`config.mk`:
```
export PLATFORM = sky130hd
export DESIGN_NAME = rx_readout_fmt
export DESIGN_NICKNAME = d
export VERILOG_FILES = /design/src/rtl/rxfmt_pkg.sv /design/src/rtl/rxfmt_byte_fifo.sv /design/src/rtl/rxfmt_word_build.sv /design/src/rtl/rxfmt_dma_cnt.sv /design/src/rtl/rx_readout_fmt.sv
export SDC_FILE = /design/constraint.sdc
export NUM_CORES = 2
export LEC_CHECK = 0
export BUFFER_PORTS_ARGS = -buffer_cell sky130_fd_sc_hd__buf_2
export CAP_MARGIN = 20
export CORE_UTILIZATION = 45
export DETAILED_ROUTE_END_ITERATION = 6
export HOLD_SLACK_MARGIN = 0.12
export PLACE_DENSITY = 0.72
export SETUP_SLACK_MARGIN = 0.1
export SLEW_MARGIN = 40
export SYNTH_ARGS = -nofsm -noshare
export SYNTH_HDL_FRONTEND = slang
export SYNTH_SLANG_ARGS = --single-unit
```
`constraint.sdc`:
```
create_clock -name clk -period 14.29 [get_ports clk]
set_input_delay 0.7145 -clock clk [delete_from_list [all_inputs] [get_ports clk]]
set_output_delay 0.7145 -clock clk [all_outputs]
set_load 0.01 [all_outputs]
```
`src/rtl/rxfmt_pkg.sv`:
```
package rxfmt_pkg;
   typedef enum logic [1:0] {PH_HEAD = 2'd0, PH_DATA = 2'd1, PH_TAIL = 2'd2} phase_t;

   // True when n words close a whole boundary for end code al
   function automatic logic blk_done(input logic [1:0] al, input logic [2:0] n);
      case (al)
         2'b01:   return (n[1:0] == 2'b00);
         2'b10:   return (n == 3'b000);
         default: return 1'b1;
      endcase
   endfunction
endpackage

```
`src/rtl/rxfmt_byte_fifo.sv`:
```
module rxfmt_byte_fifo #(
   parameter int DEPTH = 64,
   localparam int AW = $clog2(DEPTH)
) (
   input  logic             clk,
   input  logic             rst_n,
   input  logic             flush,
   input  logic             wr_en,
   input  logic [7:0]       wr_byte,
   input  logic             wr_last,
   input  logic             pop,
   input  logic [2:0]       pop_cnt,
   input  logic             pkt_done,
   output logic [3:0][7:0]  peek_byte,
   output logic [3:0]       peek_last,
   output logic             pkt_rdy,
   output logic             empty
);
   logic [7:0]  mem_b [DEPTH];
   logic        mem_l [DEPTH];
   logic [AW:0] wr_ptr, rd_ptr, pkt_cnt;
   logic        full, do_wr;

   assign full  = ((wr_ptr - rd_ptr) == (AW+1)'(DEPTH));
   assign empty = (wr_ptr == rd_ptr);
   assign do_wr = wr_en && !full && !flush;
   assign pkt_rdy = (pkt_cnt != '0);

   for (genvar i = 0; i < 4; i++) begin : g_peek
      assign peek_byte[i] = mem_b[rd_ptr[AW-1:0] + AW'(i)];
      assign peek_last[i] = mem_l[rd_ptr[AW-1:0] + AW'(i)];
   end

   always_ff @(posedge clk) begin
      if (do_wr) begin
         mem_b[wr_ptr[AW-1:0]] <= wr_byte;
         mem_l[wr_ptr[AW-1:0]] <= wr_last;
      end
   end

   always_ff @(posedge clk) begin
      if (!rst_n || flush) begin
         wr_ptr  <= '0;
         rd_ptr  <= '0;
         pkt_cnt <= '0;
      end else begin
         if (do_wr) wr_ptr <= wr_ptr + 1'b1;
         if (pop) rd_ptr <= rd_ptr + (AW+1)'(pop_cnt);
         pkt_cnt <= pkt_cnt + (AW+1)'(do_wr && wr_last) - (AW+1)'(pkt_done);
      end
   end

   assert_fill_bound_R12: assert property (@(posedge clk) disable iff (!rst_n)
      (wr_ptr - rd_ptr) <= (AW+1)'(DEPTH));
   assert_rdy_after_last_R12: assert property (@(posedge clk) disable iff (!rst_n)
      (wr_en && wr_last && !full && !flush) |=> pkt_rdy);
endmodule

```
`src/rtl/rxfmt_word_build.sv`:
```
module rxfmt_word_build (
   input  logic [3:0][7:0] peek_byte,
   input  logic [3:0]      peek_last,
   input  logic [1:0]      start_lane,
   output logic [31:0]     word,
   output logic [2:0]      take,
   output logic            hit_last
);
   always_comb begin
      logic [2:0] k;
      logic       done;
      word = '0;
      k = '0;
      done = 1'b0;
      hit_last = 1'b0;
      for (int j = 0; j < 4; j++) begin
         if (j >= int'(start_lane) && !done) begin
            word[8*j +: 8] = peek_byte[k[1:0]];
            if (peek_last[k[1:0]]) begin
               done = 1'b1;
               hit_last = 1'b1;
            end
            k = k + 3'd1;
         end
      end
      take = k;
   end
endmodule

```
`src/rtl/rxfmt_dma_cnt.sv`:
```
module rxfmt_dma_cnt #(
   parameter int CNT_W = 12
) (
   input  logic             clk,
   input  logic             rst_n,
   input  logic             load,
   input  logic [CNT_W-1:0] load_val,
   input  logic             dec,
   input  logic             irq_clr,
   output logic [CNT_W-1:0] cnt,
   output logic             irq
);
   logic hit_zero;
   assign hit_zero = !load && dec && (cnt == CNT_W'(1));

   always_ff @(posedge clk) begin
      if (!rst_n) begin
         cnt <= '0;
         irq <= 1'b0;
      end else begin
         if (load) cnt <= load_val;
         else if (dec && cnt != '0) cnt <= cnt - 1'b1;
         if (hit_zero) irq <= 1'b1;
         else if (irq_clr) irq <= 1'b0;
      end
   end

   assert_irq_on_zero_R7: assert property (@(posedge clk) disable iff (!rst_n)
      (dec && !load && cnt == CNT_W'(1)) |=> irq);
   assert_irq_sticky_R9: assert property (@(posedge clk) disable iff (!rst_n)
      (irq && !irq_clr) |=> irq);
   assert_idle_quiet_R8: assert property (@(posedge clk) disable iff (!rst_n)
      (cnt == '0 && !load && !irq) |=> !irq);
endmodule

```
`src/rtl/rx_readout_fmt.sv`:
```
module rx_readout_fmt
   import rxfmt_pkg::*;
#(
   parameter int FIFO_DEPTH = 64,
   parameter int CNT_W      = 12,
   parameter int OFF_W      = 5,
   localparam int WOFF_W  = OFF_W - 2,
   localparam int CW      = (WOFF_W > 3) ? WOFF_W : 3,
   localparam int OFF_LSB = 2,
   localparam int CNT_LSB = OFF_LSB + OFF_W,
   localparam int DIS_BIT = CNT_LSB + CNT_W
) (
   input  logic        clk,
   input  logic        rst_n,
   input  logic        rx_en,
   input  logic        in_valid,
   input  logic [7:0]  in_byte,
   input  logic        in_last,
   input  logic        cfg_we,
   input  logic [31:0] cfg_wdata,
   output logic [31:0] cfg_rdata,
   input  logic        host_rd,
   output logic [31:0] rd_data,
   output logic        pkt_rdy,
   input  logic        irq_clr,
   output logic        irq
);
   if (FIFO_DEPTH < 8 || (FIFO_DEPTH & (FIFO_DEPTH - 1)) != 0) begin : g_chk_depth
      $error("FIFO_DEPTH must be a power of two of at least 8");
   end
   if (OFF_W < 3 || DIS_BIT > 31) begin : g_chk_fields
      $error("configuration fields do not fit the 32-bit word");
   end
   if (DIS_BIT < 31) begin : g_unused
      logic unused_hi;
      assign unused_hi = ^cfg_wdata[31:DIS_BIT+1];
   end

   logic [1:0]       align_q, lat_align, eff_align;
   logic [OFF_W-1:0] off_q;
   logic             disc_q, flush, halted_empty;
   phase_t           phase;
   logic [CW-1:0]    wcnt, wnext;
   logic [3:0][7:0]  peek_byte;
   logic [3:0]       peek_last;
   logic             fifo_empty, in_head, word_ok, pop, hit_last, al_done, end_now;
   logic [2:0]       take;
   logic [31:0]      built, word_out;
   logic [CNT_W-1:0] cnt;

   assign flush        = cfg_we && cfg_wdata[DIS_BIT];
   assign halted_empty = !rx_en && fifo_empty;
   assign eff_align    = (phase == PH_HEAD && wcnt == '0) ? align_q : lat_align;
   assign in_head      = (phase == PH_HEAD) && (wcnt < CW'(off_q[OFF_W-1:2]));
   assign word_ok      = host_rd && pkt_rdy && !flush;
   assign pop          = word_ok && !in_head && (phase != PH_TAIL);
   assign word_out     = (in_head || phase == PH_TAIL) ? '0 : built;
   assign wnext        = wcnt + 1'b1;
   assign al_done      = blk_done(eff_align, wnext[2:0]);
   assign end_now      = word_ok && al_done &&
                         ((phase == PH_TAIL) || (!in_head && hit_last));

   rxfmt_byte_fifo #(.DEPTH(FIFO_DEPTH)) u_fifo (
      .clk, .rst_n, .flush,
      .wr_en(in_valid), .wr_byte(in_byte), .wr_last(in_last),
      .pop, .pop_cnt(take), .pkt_done(end_now),
      .peek_byte, .peek_last, .pkt_rdy, .empty(fifo_empty)
   );

   rxfmt_word_build u_build (
      .peek_byte, .peek_last,
      .start_lane((phase == PH_HEAD) ? off_q[1:0] : 2'b00),
      .word(built), .take, .hit_last
   );

   rxfmt_dma_cnt #(.CNT_W(CNT_W)) u_dma (
      .clk, .rst_n,
      .load(cfg_we), .load_val(cfg_wdata[CNT_LSB +: CNT_W]),
      .dec(word_ok), .irq_clr, .cnt, .irq
   );

   // configuration fields
   always_ff @(posedge clk) begin
      if (!rst_n) begin
         align_q <= '0;
         off_q   <= '0;
         disc_q  <= 1'b0;
      end else begin
         disc_q <= flush;
         if (cfg_we) begin
            align_q <= cfg_wdata[1:0];
            off_q[OFF_W-1:2] <= cfg_wdata[OFF_LSB+2 +: WOFF_W];
            if (halted_empty) off_q[1:0] <= cfg_wdata[OFF_LSB +: 2];
         end
      end
   end

   // packet framing sequencer
   always_ff @(posedge clk) begin
      if (!rst_n || flush) begin
         phase     <= PH_HEAD;
         wcnt      <= '0;
         lat_align <= '0;
      end else if (word_ok) begin
         lat_align <= eff_align;
         if (end_now) begin
            phase <= PH_HEAD;
            wcnt  <= '0;
         end else begin
            wcnt <= wnext;
            if (phase != PH_TAIL && !in_head)
               phase <= hit_last ? PH_TAIL : PH_DATA;
         end
      end
   end

   always_ff @(posedge clk) begin
      if (!rst_n) rd_data <= '0;
      else if (host_rd) rd_data <= word_ok ? word_out : '0;
   end

   always_comb begin
      cfg_rdata = '0;
      cfg_rdata[1:0] = align_q;
      cfg_rdata[OFF_LSB +: OFF_W] = off_q;
      cfg_rdata[CNT_LSB +: CNT_W] = cnt;
      cfg_rdata[DIS_BIT] = disc_q;
   end

   assert_empty_read_zero_R11: assert property (@(posedge clk) disable iff (!rst_n)
      (host_rd && !pkt_rdy) |=> rd_data == '0);
   assert_empty_no_dec_R11: assert property (@(posedge clk) disable iff (!rst_n)
      (host_rd && !pkt_rdy && !cfg_we) |=> $stable(cnt));
   assert_lowoff_locked_R5: assert property (@(posedge clk) disable iff (!rst_n)
      (rx_en || !fifo_empty) |=> off_q[1:0] == $past(off_q[1:0]));
   assert_disc_selfclear_R10: assert property (@(posedge clk) disable iff (!rst_n)
      (disc_q && !cfg_we) |=> !disc_q);
   assert_flush_drops_R10: assert property (@(posedge clk) disable iff (!rst_n)
      flush |=> !pkt_rdy);
   assert_tail_zero_R2: assert property (@(posedge clk) disable iff (!rst_n)
      (host_rd && pkt_rdy && !flush && phase == PH_TAIL) |=> rd_data == '0);
endmodule

```
# Yosys cells after proc, flatten, opt, wreduce, memory -nomap -nowiden
# Memories as Yosys holds them, arrays and structs flattened. A register that Yosys moved wholly into a read port is not among the register bits.
# Cells that the tools add are included.
# W data, S select, Z words.
[word_totals]
reg_bits = 81
word_cells = 131
memories = 2
in_bits = 48
output_inout_bits = 66
ram_bits = 576
[classes]
addsub = 13
n_mux = 47
eq_ne = 7
n_reduce_logical = 42
n_lt_le_gt_ge = 7
[mem_list]
columns = ["memory", "depth", "width", "rd", "rd_ports_with_merged_regs", "wr", "line_no", "rtl"]
rows = [
  ["u_fifo.mem_b", 64, 8, 4, 1, 1, "rxfmt_byte_fifo.sv:19", "logic [7:0] mem_b [DEPTH];"],
  ["u_fifo.mem_l", 64, 1, 4, 1, 1, "rxfmt_byte_fifo.sv:20", "logic mem_l [DEPTH];"],
]
[ops]
columns = ["op", "n"]
rows = [
  ["$mux W32", 2],
  ["$mux W8", 7],
  ["$bmux W8 S2", 3],
  ["$mux W12", 2],
  ["$mux W6", 4],
  ["$logic_and A1 B1 Y1", 20],
  ["$mux W1", 16],
  ["$add A6 B2 Y6 const B", 2],
  ["$eq A12 B1 Y1 const B", 1],
  ["$mux W3", 4],
  ["$reduce_bool A12 Y1", 1],
  ["$sub A12 B1 Y12 const B", 1],
  ["$mux W2", 5],
  ["$add A3 B1 Y3 const B", 3],
  ["$logic_not A1 Y1", 8],
  ["$add A7 B1 Y7", 1],
  ["$add A7 B1 Y7 const B", 1],
  ["$add A7 B3 Y7", 1],
  ["$eq A7 B7 Y1", 1],
  ["$eq A7 B7 Y1 const B", 1],
  ["$reduce_bool A7 Y1", 1],
  ["$sub A7 B1 Y7", 1],
  ["$sub A7 B7 Y7", 1],
  ["$add A6 B1 Y6 const B", 1],
  ["16 further kinds", 28],
]

# Depth between registers and ports, before layout
[logic_depth]
depth_word = 20
depth_mapped = 29
mapped_depth_nobuf = 23

# Hierarchy
# Synthesis repeated with hierarchy kept, for this count alone.
[unflattened]
hier_cells = 2551
area_unflattened_um2 = 41703.7
[by_module_without_submodules]
columns = ["module", "cells_each", "area_each_um2", "instances", "seq_area_each_um2"]
rows = [
  ["rxfmt_byte_fifo", 2162, 37922.6, 1, 17837.1],
  ["rx_readout_fmt", 176, 1951.9, 1, 940.9],
  ["rxfmt_word_build", 116, 1029.7, 1, 0.0],
  ["rxfmt_dma_cnt", 97, 799.5, 1, 260.2],
]

# Worst setup path before layout
# Ideal clock, no wire load.
[synth_path]
path_type = "register to register"
from = "register u_fifo.rd_ptr[1]"
to = "register u_fifo.pkt_cnt[6]"
stages_incl_launch_ff = 27
n_path_buf = 5
arrival_ns = 5.823
path_slack_ns = 8.397
setup_ns = 0.071
t_required_ns = 14.219
cell_sequence = "dfxtp_1 > buf_4 > buf_4 > clkbuf_1 > clkbuf_1 > inv_1 > ha_1 > buf_4 > mux4_2 > a311o_1 > nor4_4 > a31oi_4 > a311o_1 > a21oi_1 > o21ai_2 > o21ai_1 > inv_1 > ha_1 > inv_1 > ha_1 > fa_1 > a21oi_1 > o21bai_1 > a21oi_1 > nor2_1 > or3_1 > a21oi_1"
[synth_via]
elab_chain_cells = 17
[synth_lines]
columns = ["item", "line_no", "rtl"]
rows = [
  ["start: declaration", "rxfmt_byte_fifo.sv:21", "logic [AW:0] wr_ptr, rd_ptr, pkt_cnt;"],
  ["start signal: assignment", "rxfmt_byte_fifo.sv:48", "if (pop) rd_ptr <= rd_ptr + (AW+1)'(pop_cnt);"],
  ["$add A6 B1 Y6 / $add A6 B2 Y6 (equally long branches)", "rxfmt_byte_fifo.sv:31", "assign peek_last[i] = mem_l[rd_ptr[AW-1:0] + AW'(i)];"],
  ["$mem_v2 Z64 W1", "--", ""],
  ["$bmux W1 S2", "rxfmt_word_build.sv:19", "if (peek_last[k[1:0]]) begin"],
  ["$mux W1 (implied by the code)", "rxfmt_word_build.sv:19", ""],
  ["$mux W1", "rxfmt_word_build.sv:19", ""],
  ["$mux W1", "rxfmt_word_build.sv:17", "if (j >= int'(start_lane) && !done) begin"],
  ["$logic_not A1 Y1", "rxfmt_word_build.sv:17", ""],
  ["$logic_and A1 B1 Y1", "rxfmt_word_build.sv:17", ""],
  ["$mux W3", "rxfmt_word_build.sv:17", ""],
  ["$bmux W1 S2", "rxfmt_word_build.sv:19", ""],
  ["$mux W1 (implied by the code)", "rxfmt_word_build.sv:19", ""],
  ["$mux W1", "rxfmt_word_build.sv:19", ""],
  ["$mux W1", "rxfmt_word_build.sv:17", ""],
  ["$logic_and A1 B1 Y1", "rx_readout_fmt.sv:61", "((phase == PH_TAIL) || (!in_head && hit_last));"],
  ["$logic_or A1 B1 Y1", "rx_readout_fmt.sv:61", ""],
  ["$logic_and A1 B1 Y1", "rx_readout_fmt.sv:60", "assign end_now = word_ok && al_done &&"],
  ["$sub A7 B1 Y7 *", "rxfmt_byte_fifo.sv:49", "pkt_cnt <= pkt_cnt + (AW+1)'(do_wr && wr_last) - (AW+1)'(pkt_done);"],
  ["end signal: assignment", "rxfmt_byte_fifo.sv:49", ""],
  ["end: declaration", "rxfmt_byte_fifo.sv:21", ""],
]
# Mark *: on every way between the ends. The rest lies on a longest branch, timed or not. The select of a mux whose other input is x is not followed.
# A chain may end at the register's enable or synchronous reset.

# Worst setup path in the final report
[layout_path]
from = "register u_fifo.rd_ptr[0]"
to = "register u_fifo.pkt_cnt[6]"
# Same word-level chain as after synthesis.

==> metrics.txt <==
Clk Latency, worst-skew pair 0.64 ns; endpoint class of the critical path register; Multi-input gate area 0.0215 mm2; residual DRC count 0; Clock Tree Buf Depth 3; Initial Util 45.4%; layout cell share with drive strength beyond 1 38.2%; Max Freq 0.129 GHz; clk slew on worst S/H paths 0.06 ns; Max-slew headroom 37.9%; Die Ht 306 um; vias in the first global route 28117; final worst path period need 7.72 ns; Routed Antenna Nets 0; skew final 0.0288 ns; WP data arrival 8.28 ns; Req. time, crit path 14.84 ns; post-layout util 50.3%; Seq/Total Area, Yosys 45.7%; Startpoint Class register; period utilisation layout 54.1%; Post-DP HPWL 88.8 mm; # clock sinks 663; Post-CTS Resized 0; Post-CTS Setup Inserts 0; commonest non-fill, non-tap cells in the layout mux4_2 (663), edfxtp_1 (576), nand2_1 (301); Die ar. 0.0938 mm2; Worst Setup Path Type register to register; setup_tns 0 ns; leak pwr 14.4 nW; Setup Viol. Count Final 0; Core Rows 111; most common cell after layout, fill and taps aside mux4_2; CTS Buf Count 73; I/O pin count 114; final hold violations 0; IO buf count 89; min-delay worst type input port to register; PD cells 163 mW/mm2; RSZ-0062 raised after global routing no; actual slew at the worst max-slew pin 0.932 ns; initial antenna violation count 14; async set-reset flop share out of synthesis 0%; first-pass GRT wire length 199 mm; register area 0.0191 mm2; die width 306 um; Synth warnings 0; GP Congestion 0.995; synthesized area per cell 15.8 um2; Yosys cell types 80; Final nets 2768; worst-path fanout max 80; Core Box Area 0.0917 mm2; DRT iter0 DRCs 4976; H-tree levels 3; status finished clean; DR WL/cell 35.1 um; area growth from synthesis to layout 10.8%; total wire length 138 mm; via count 29385; mapped cell area 0.0416 mm2; Initial DRT Pass Iterations 6; Most used DFF post-synth edfxtp_1; largest net degree at the start of global routing 81; # hold bufs at CTS 0; Root Driver clkbuf_16; Post-Synthesis Cells 2643; Seq cells post-synth 663; # fillers 7342; Max VDD drop 0.133 mV; CTS tree yes; max-cap violation count 0; max-slew violations 0; gr usage total 29.3%; Vias per Instance 7.48; global route overflow 0; EDFF count, synth 576
## metrics by stage
| stage | instance area, um2 | hold slack, ns | power [mW] | worst slack, ns | cells |
|---|---|---|---|---|---|
| after CTS | 46000 | 0.311 | 7.46 | 6.55 | 3925 |
| after global routing | 46100 | 0.335 | 7.75 | 5.93 | 3930 |
| after detailed placement | 43600 | 0.462 | 5.56 | 6.57 | 3791 |
| after global placement | 43200 | 0.455 | 5.45 | 6.18 | 3779 |
| after floorplan | 41700 | 0.471 | 4.57 | 8.40 | 2654 |
| final | 46100 | 0.327 | 7.54 | 6.57 | 3931 |
## worst max-delay path: stages, from the launching register on
cell and delay [ns]:
dfxtp_4 0.82, buf_4 0.48, buf_12 0.30, buf_12 0.34
buf_16 0.45, buf_6 0.61, mux4_2 0.59, and2_1 0.17
a221oi_1 0.24, a2111oi_1 0.15, a2111oi_0 0.53, mux4_2 0.34
o21ai_2 0.10, o21ai_1 0.23, inv_1 0.07, ha_1 0.28
inv_1 0.04, ha_1 0.21, fa_1 0.44, a21oi_1 0.17
o21bai_1 0.11, a21oi_1 0.17, nor2_1 0.06, or3_1 0.34
a21oi_1 0.13
## area by class of cell
type	count	share of cell area (%)
antenna	3	0.0163
clock buffer	96	4.35
clock inverter	38	0.841
inverter	41	0.334
multi-input combinational	1711	46.7
sequential	663	41.3
tap	1186	3.22
timing repair buffer	193	3.26
## per-layer routing
metal  GRT usage, %  share of wire, %  up-vias
li1               -                 -    11123
met3           9.08                15      562
met4           16.8               7.2       20
met2           44.4                45     2837
met1           37.4                33    14843
met5              0              0.11        -
## sequential cells by signal, summed over array words and instances, names as in the netlist, named ones only
signal and flops:
u_fifo.mem_b 512, u_fifo.mem_l 64, rd_data 32, u_dma.cnt 12, u_fifo.pkt_cnt 7, u_fifo.rd_ptr 7, u_fifo.wr_ptr 7, off_q 5
wcnt 3, align_q 2, lat_align 2, phase 2, disc_q 1, u_dma.irq 1
## report_power, final
| part | total (mW) | internal, mW | switching [mW] | leakage, nW |
|---|---|---|---|---|
| combinational | 3.43 | 1.50 | 1.93 | 7.33 |
| sequential | 2.21 | 2.14 | 0.0695 | 5.89 |
| clock | 1.91 | 1.10 | 0.803 | 1.18 |
| total | 7.54 | 4.74 | 2.80 | 14.4 |
## worst paths after layout
| path | start | to | slack [ns] | depth (start not counted) |
|---|---|---|---|---|
| max | u_fifo.rd_ptr[0] | u_fifo.pkt_cnt[6] | 6.57 | 24 |
| min reg2reg | rd_data[22] | rd_data[22] | 0.47 | 2 |
| min | cfg_wdata[1] | align_q[1] | 0.33 | 3 |
| max reg2reg | u_fifo.rd_ptr[0] | u_fifo.pkt_cnt[6] | 6.57 | 24 |
## Yosys cell counts, types with 4 or more instances
master	count	area share [%]
o211ai_1	9	0.16
nand2_1	302	2.7
dfxtp_1	87	4.2
nor2b_1	4	0.060
o21a_1	4	0.072
clkbuf_1	71	0.64
xnor2_1	29	0.61
mux2i_1	46	1.1
inv_1	38	0.34
a31oi_1	33	0.50
a21oi_1	68	0.82
o22ai_1	5	0.075
or4_1	4	0.072
a311oi_1	26	0.55
edfxtp_1	576	42
buf_4	42	0.76
mux4_1	4	0.25
a211o_1	9	0.19
nand4_1	6	0.090
ha_1	35	1.1
or3_1	10	0.15
nor2_1	157	1.4
buf_6	11	0.30
xor2_1	12	0.25
nor4_1	7	0.11
nand2b_1	7	0.11
buf_1	29	0.26
nand3b_1	20	0.36
buf_2	86	1.0
nor3_1	12	0.14
a2bb2oi_1	8	0.17
a22oi_1	11	0.20
nand3_1	61	0.73
mux2_2	11	0.30
o21ai_0	9	0.11
o21ai_1	16	0.19
a211oi_1	5	0.090
and3_1	44	0.66
mux4_2	663	36
## logic make-up after synthesis
family	count (synthesis)	synth area share [%]
mux	724	37.5
compound gates	237	4.01
other cells	1	0.00901
buf+inv	280	3.36
flops	663	45.7
xor+xnor	48	1.22
fa+ha+maj	37	1.15
simple gates	653	7.02
(Power assumes the default switching activity.)
